<file path="config.mk">
export PLATFORM = sky130hd
export DESIGN_NAME = ucode_seq
export DESIGN_NICKNAME = d
export VERILOG_FILES = /design/src/rtl/ucode_seq.sv
export SDC_FILE = /design/constraint.sdc
export NUM_CORES = 1
export LEC_CHECK = 0
export CAP_MARGIN = 20
export CELL_PAD_IN_SITES_DETAIL_PLACEMENT = 1
export CELL_PAD_IN_SITES_GLOBAL_PLACEMENT = 1
export CORE_MARGIN = 5
export CORE_UTILIZATION = 40
export CTS_CLUSTER_SIZE = 40
export DETAILED_ROUTE_END_ITERATION = 6
export DONT_BUFFER_PORTS = 1
export GPL_ROUTABILITY_DRIVEN = 0
export PLACE_DENSITY = 0.72
export RECOVER_POWER = 25
export SYNTH_ARGS = -nofsm -noshare
export SYNTH_HDL_FRONTEND = slang
export SYNTH_SLANG_ARGS = --single-unit
</file>
<file path="constraint.sdc">
create_clock -name clk -period 2.05 [get_ports clk]
set_clock_uncertainty 0.05 [all_clocks]
set_input_delay 0.1025 -clock clk [delete_from_list [all_inputs] [get_ports clk]]
set_output_delay 0.1025 -clock clk [all_outputs]
set_load 0.01 [all_outputs]
</file>
<file path="src/rtl/ucode_seq.sv">
module ucode_seq #(
  parameter int UA_W = 4,
  parameter int OP_W = 6
) (
  input  logic            clk,
  input  logic            rst,
  input  logic            step_en,
  input  logic [OP_W-1:0] opcode,
  output logic [UA_W-1:0] uaddr,
  output logic [1:0]      alu_op,
  output logic            src_a,
  output logic [1:0]      src_b,
  output logic            reg_write,
  output logic            reg_dst,
  output logic            mem_to_reg,
  output logic            mem_read,
  output logic            mem_write,
  output logic            ir_write,
  output logic            addr_sel,
  output logic [1:0]      pc_src,
  output logic            pc_write,
  output logic            pc_write_cond
);
  localparam logic [OP_W-1:0] OP_RTYPE = 6'b000000;
  localparam logic [OP_W-1:0] OP_JMP   = 6'b000010;
  localparam logic [OP_W-1:0] OP_BEQ   = 6'b000100;
  localparam logic [OP_W-1:0] OP_LW    = 6'b100011;
  localparam logic [OP_W-1:0] OP_SW    = 6'b101011;

  localparam logic [1:0] SQ_FETCH = 2'b00;
  localparam logic [1:0] SQ_TBL1  = 2'b01;
  localparam logic [1:0] SQ_TBL2  = 2'b10;

  logic [15:0]     ctl;
  logic [1:0]      seq;
  logic [UA_W-1:0] tbl1, tbl2, nxt;

  always_comb begin
    case (uaddr)
      UA_W'(0): {ctl, seq} = {16'b00_0_01_000_1010_00_10, 2'b11};
      UA_W'(1): {ctl, seq} = {16'b00_0_11_000_0000_00_00, SQ_TBL1};
      UA_W'(2): {ctl, seq} = {16'b00_1_10_000_0000_00_00, SQ_TBL2};
      UA_W'(3): {ctl, seq} = {16'b00_0_00_000_1001_00_00, 2'b11};
      UA_W'(4): {ctl, seq} = {16'b00_0_00_101_0000_00_00, SQ_FETCH};
      UA_W'(5): {ctl, seq} = {16'b00_0_00_000_0101_00_00, SQ_FETCH};
      UA_W'(6): {ctl, seq} = {16'b10_1_00_000_0000_00_00, 2'b11};
      UA_W'(7): {ctl, seq} = {16'b00_0_00_110_0000_00_00, SQ_FETCH};
      UA_W'(8): {ctl, seq} = {16'b01_1_00_000_0000_01_01, SQ_FETCH};
      UA_W'(9): {ctl, seq} = {16'b00_0_00_000_0000_10_10, SQ_FETCH};
      default:  {ctl, seq} = {16'b0, SQ_FETCH};
    endcase
  end

  assign {alu_op, src_a, src_b, reg_write, reg_dst, mem_to_reg,
          mem_read, mem_write, ir_write, addr_sel, pc_src,
          pc_write, pc_write_cond} = ctl;

  always_comb begin
    case (opcode)
      OP_RTYPE:     tbl1 = UA_W'(6);
      OP_JMP:       tbl1 = UA_W'(9);
      OP_BEQ:       tbl1 = UA_W'(8);
      OP_LW, OP_SW: tbl1 = UA_W'(2);
      default:      tbl1 = '0;
    endcase
    case (opcode)
      OP_LW:   tbl2 = UA_W'(3);
      OP_SW:   tbl2 = UA_W'(5);
      default: tbl2 = '0;
    endcase
    case (seq)
      SQ_FETCH: nxt = '0;
      SQ_TBL1:  nxt = tbl1;
      SQ_TBL2:  nxt = tbl2;
      default:  nxt = uaddr + UA_W'(1);
    endcase
  end

  always_ff @(posedge clk) begin
    if (rst)          uaddr <= '0;
    else if (step_en) uaddr <= nxt;
  end
endmodule

</file>
==> summary.txt <==
Outcome
  – Outcome: completed

Die
  – Io pins: 29
  – Core Area: approximately 2300 µm²
  – Die Area: 3480 µm²
  – Initial core utilization: between 40% and 50%
  – Row Count: 17
  – Die height: about 60 µm
  – Chip Width: between 50 and 60 µm

Clock tree
  – Clk_lat worst skew: around 320 ps
  – Clock Tree Buf Depth: 2
  – CTS tree: done
  – Sink Count: 20
  – Clk Tree Root Cell: clkbuf_4
  – Total CTS buffers: 3
  – H-tree Lvls: 1
  – Reg clk slew, reported paths: 110 ps

Placement
  – IO Port Bufs: 0
  – HPWL after DPL: roughly 1.9 mm

Route
  – Final ANT Viol Nets: 0
  – DR vias/cell: 5.66
  – Routed WL: 2.76 mm
  – DRT Pass-1 Iters: 4
  – Drt drc: 0
  – 1st-iter DRT viols: 30
  – Drt wl/cell: 19.8 µm
  – Vias: approximately 790

Final layout
  – Max reg flops: 4
  – Reg with most FFs: uaddr
  – Area grow syn2layout: 27.9%
  – Layout cells sized above 1: 44.1%
  – Most frequent cells in the layout: 17 x dfxtp_1, 14 x buf_4, 6 x nor3_1
  – Fillcell total: 268
  – Final nets: 128
  – N_diodes: 0
  – Most common cell after layout, fill and taps aside: dfxtp_1

Synth
  – Cell area after synthesis: 958 µm²
  – Mapped Cells: between 90 and 100
  – Synth Net Count: 113
  – Synth unique cells: 37
  – Largest area contributor in the netlist: dfxtp_1
  – Syn Area/Cell: 9.78 µm²
  – Fraction of registers with async set/reset: 0%
  – Area contributors post-synth: dfxtp_1 42%, ha_1 7.8%, nor3_1 5.2%
  – Most used DFF post-synth: dfxtp_1
  – Post-synth EDFFs: 0
  – Top-area cell type share of the netlist area: 41.8%
  – Sequential share of the synthesized area: 41.8%
  – Number of synthesized register bits: 20
  – Yosys synthesis warning count: 0

Worst setup path
  – CP Data Required Time: ~2300 ps
  – Reg-to-reg slack, setup: 50 ps
  – CP max FO: 3
  – Max stage delay on crit path: 380 ps
  – Critical path type: reg -> reg
  – Worst EP arrival: 2210 ps
  – CP max-delay cell: or3b_4
  – Critical path startpoint category: flop
  – CP Cell Sequence: ha_1 > nand4_1 > o21ai_1 > nor3_2 > nor2_4 > inv_2 > ha_2 > or3b_4 > a21oi_2
  – Crit. End Element: flop

GRT
  – Vias in the first global route: 798
  – Initial antenna violation count: 0
  – Total GRT Usage: roughly 15%
  – Total grt overflow: 0
  – Largest net degree at the start of global routing: 11
  – First-pass GRT wire length: 3.93 mm

Timing
  – Final period utilization: 97.7%
  – Final Critical Period: around 2000 ps
  – Min Hold Slack: 82.7 ps
  – Count of pins over their slew limit: 0
  – Tightest Pin Transition: 423 ps
  – Max-slew headroom: 71.8%
  – Final setup viols: 0
  – Maximum operating frequency: roughly 0.5 GHz
  – Final Hold Vio Count: 0

Job
  – MaxCap Viol Count: 0

Power and ir drop
  – Pwr Density: 891 nW/µm²
  – Leak: approximately 0.46 nW
  – Maximum VDD drop: 0.503 mV
  – Tot Pwr: between 1 and 1.5 mW

Hold path
  – Hold Path Class: in -> reg
-- where the power goes --
group | total (mW) | switching [mW] | internal, mW
sequential | 0.525 | 0.0672 | 0.458
clock | 0.198 | 0.129 | 0.0690
combinational | 0.369 | 0.197 | 0.172
total | 1.09 | 0.393 | 0.699
-- worst paths after layout --
kind | end | depth (start not counted) | start
setup / recovery | addr_sel | 9 | uaddr[0]
hold / removal | src_b[0] | 3 | rst
setup reg to reg | addr_sel | 9 | uaddr[0]
hold reg to reg | uaddr[0] | 4 | uaddr[0]
-- kinds of logic (layout without fill, tap and decap cells) --
| logic type | after synthesis | after routing | synth area share [%] |
|---|---|---|---|
| xor gates and xnor gates | 3 | 3 | 2.74 |
| buffers and inverters | 12 | 25 | 6.66 |
| AOI/OAI and AO/OA | 16 | 16 | 12.7 |
| muxes | 2 | 2 | 2.09 |
| adders and majority gates | 6 | 6 | 7.83 |
| and+or+nand+nor | 39 | 39 | 26.2 |
| DFF | 20 | 20 | 41.8 |
-- critical path: cells and delay by family (launching register included) --
kind / cells / cell delay, ps
AO/OA/AOI/OAI: 2 / 220
adder cells (fa/ha/maj): 2 / 470
buffers and inverters: 1 / 80
flip-flops: 1 / 340
AND/OR/NAND/NOR: 4 / 790
-- synth_stat cells (2+ instances only) --
| cell | instances |
|---|---|
| nand2b_1 | 2 |
| or3b_1 | 2 |
| nand3_1 | 2 |
| nor2_1 | 6 |
| clkbuf_1 | 2 |
| nor2_2 | 2 |
| buf_4 | 3 |
| inv_1 | 6 |
| a21oi_1 | 2 |
| dfxtp_1 | 20 |
| nor3_1 | 10 |
| xnor2_1 | 2 |
| mux2i_1 | 2 |
| ha_1 | 6 |
| nor3b_1 | 3 |
| o21ai_0 | 7 |
-- repair_timing --
item,4_1_cts,5_1_grt
buffers inserted,0,1
endpoints found under the setup margin,7,15
pin swaps,2,7
hold endpoints to repair,5,0
hold buffers,1,0
resized for setup,7,16
-- per-stage QoR --
step / utilization, % / setup slack, ps / instance area [µm²] / TNS [ps] / std cells
global placement: 48.6 / -29.4 / 1100 / -52.3 / 134
detailed placement: 48.6 / -65.8 / 1100 / -166 / 134
floorplan: - / 1.03 / 985 / 0 / 98
global route: 54.4 / -50.3 / 1230 / -50.3 / 139
CTS: 50.8 / -0.431 / 1150 / -0.431 / 138
finish: 54.4 / 47.0 / 1230 / 0 / 139
-- cell type report --
type / instances / area, µm² / area share [%]
inverter: 6 / 22.5 / 1.84
timing repair buffer: 16 / 135 / 11.0
tap: 28 / 35.0 / 2.86
multi-input combinational: 66 / 607 / 49.5
clock buffer: 3 / 22.5 / 1.84
sequential: 20 / 404 / 33.0
-- per-layer routing --
layer / track usage (%) / wire length (µm) / vias to the layer above
met2: 24.9 / 1340 / 24
li1: - / - / 374
met5: 0 / 0 / -
met1: 18.4 / 1170 / 382
met4: 6.80 / 64 / 0
met3: 4.17 / 182 / 7
Note: power is estimated with default switching activity, not from simulation.
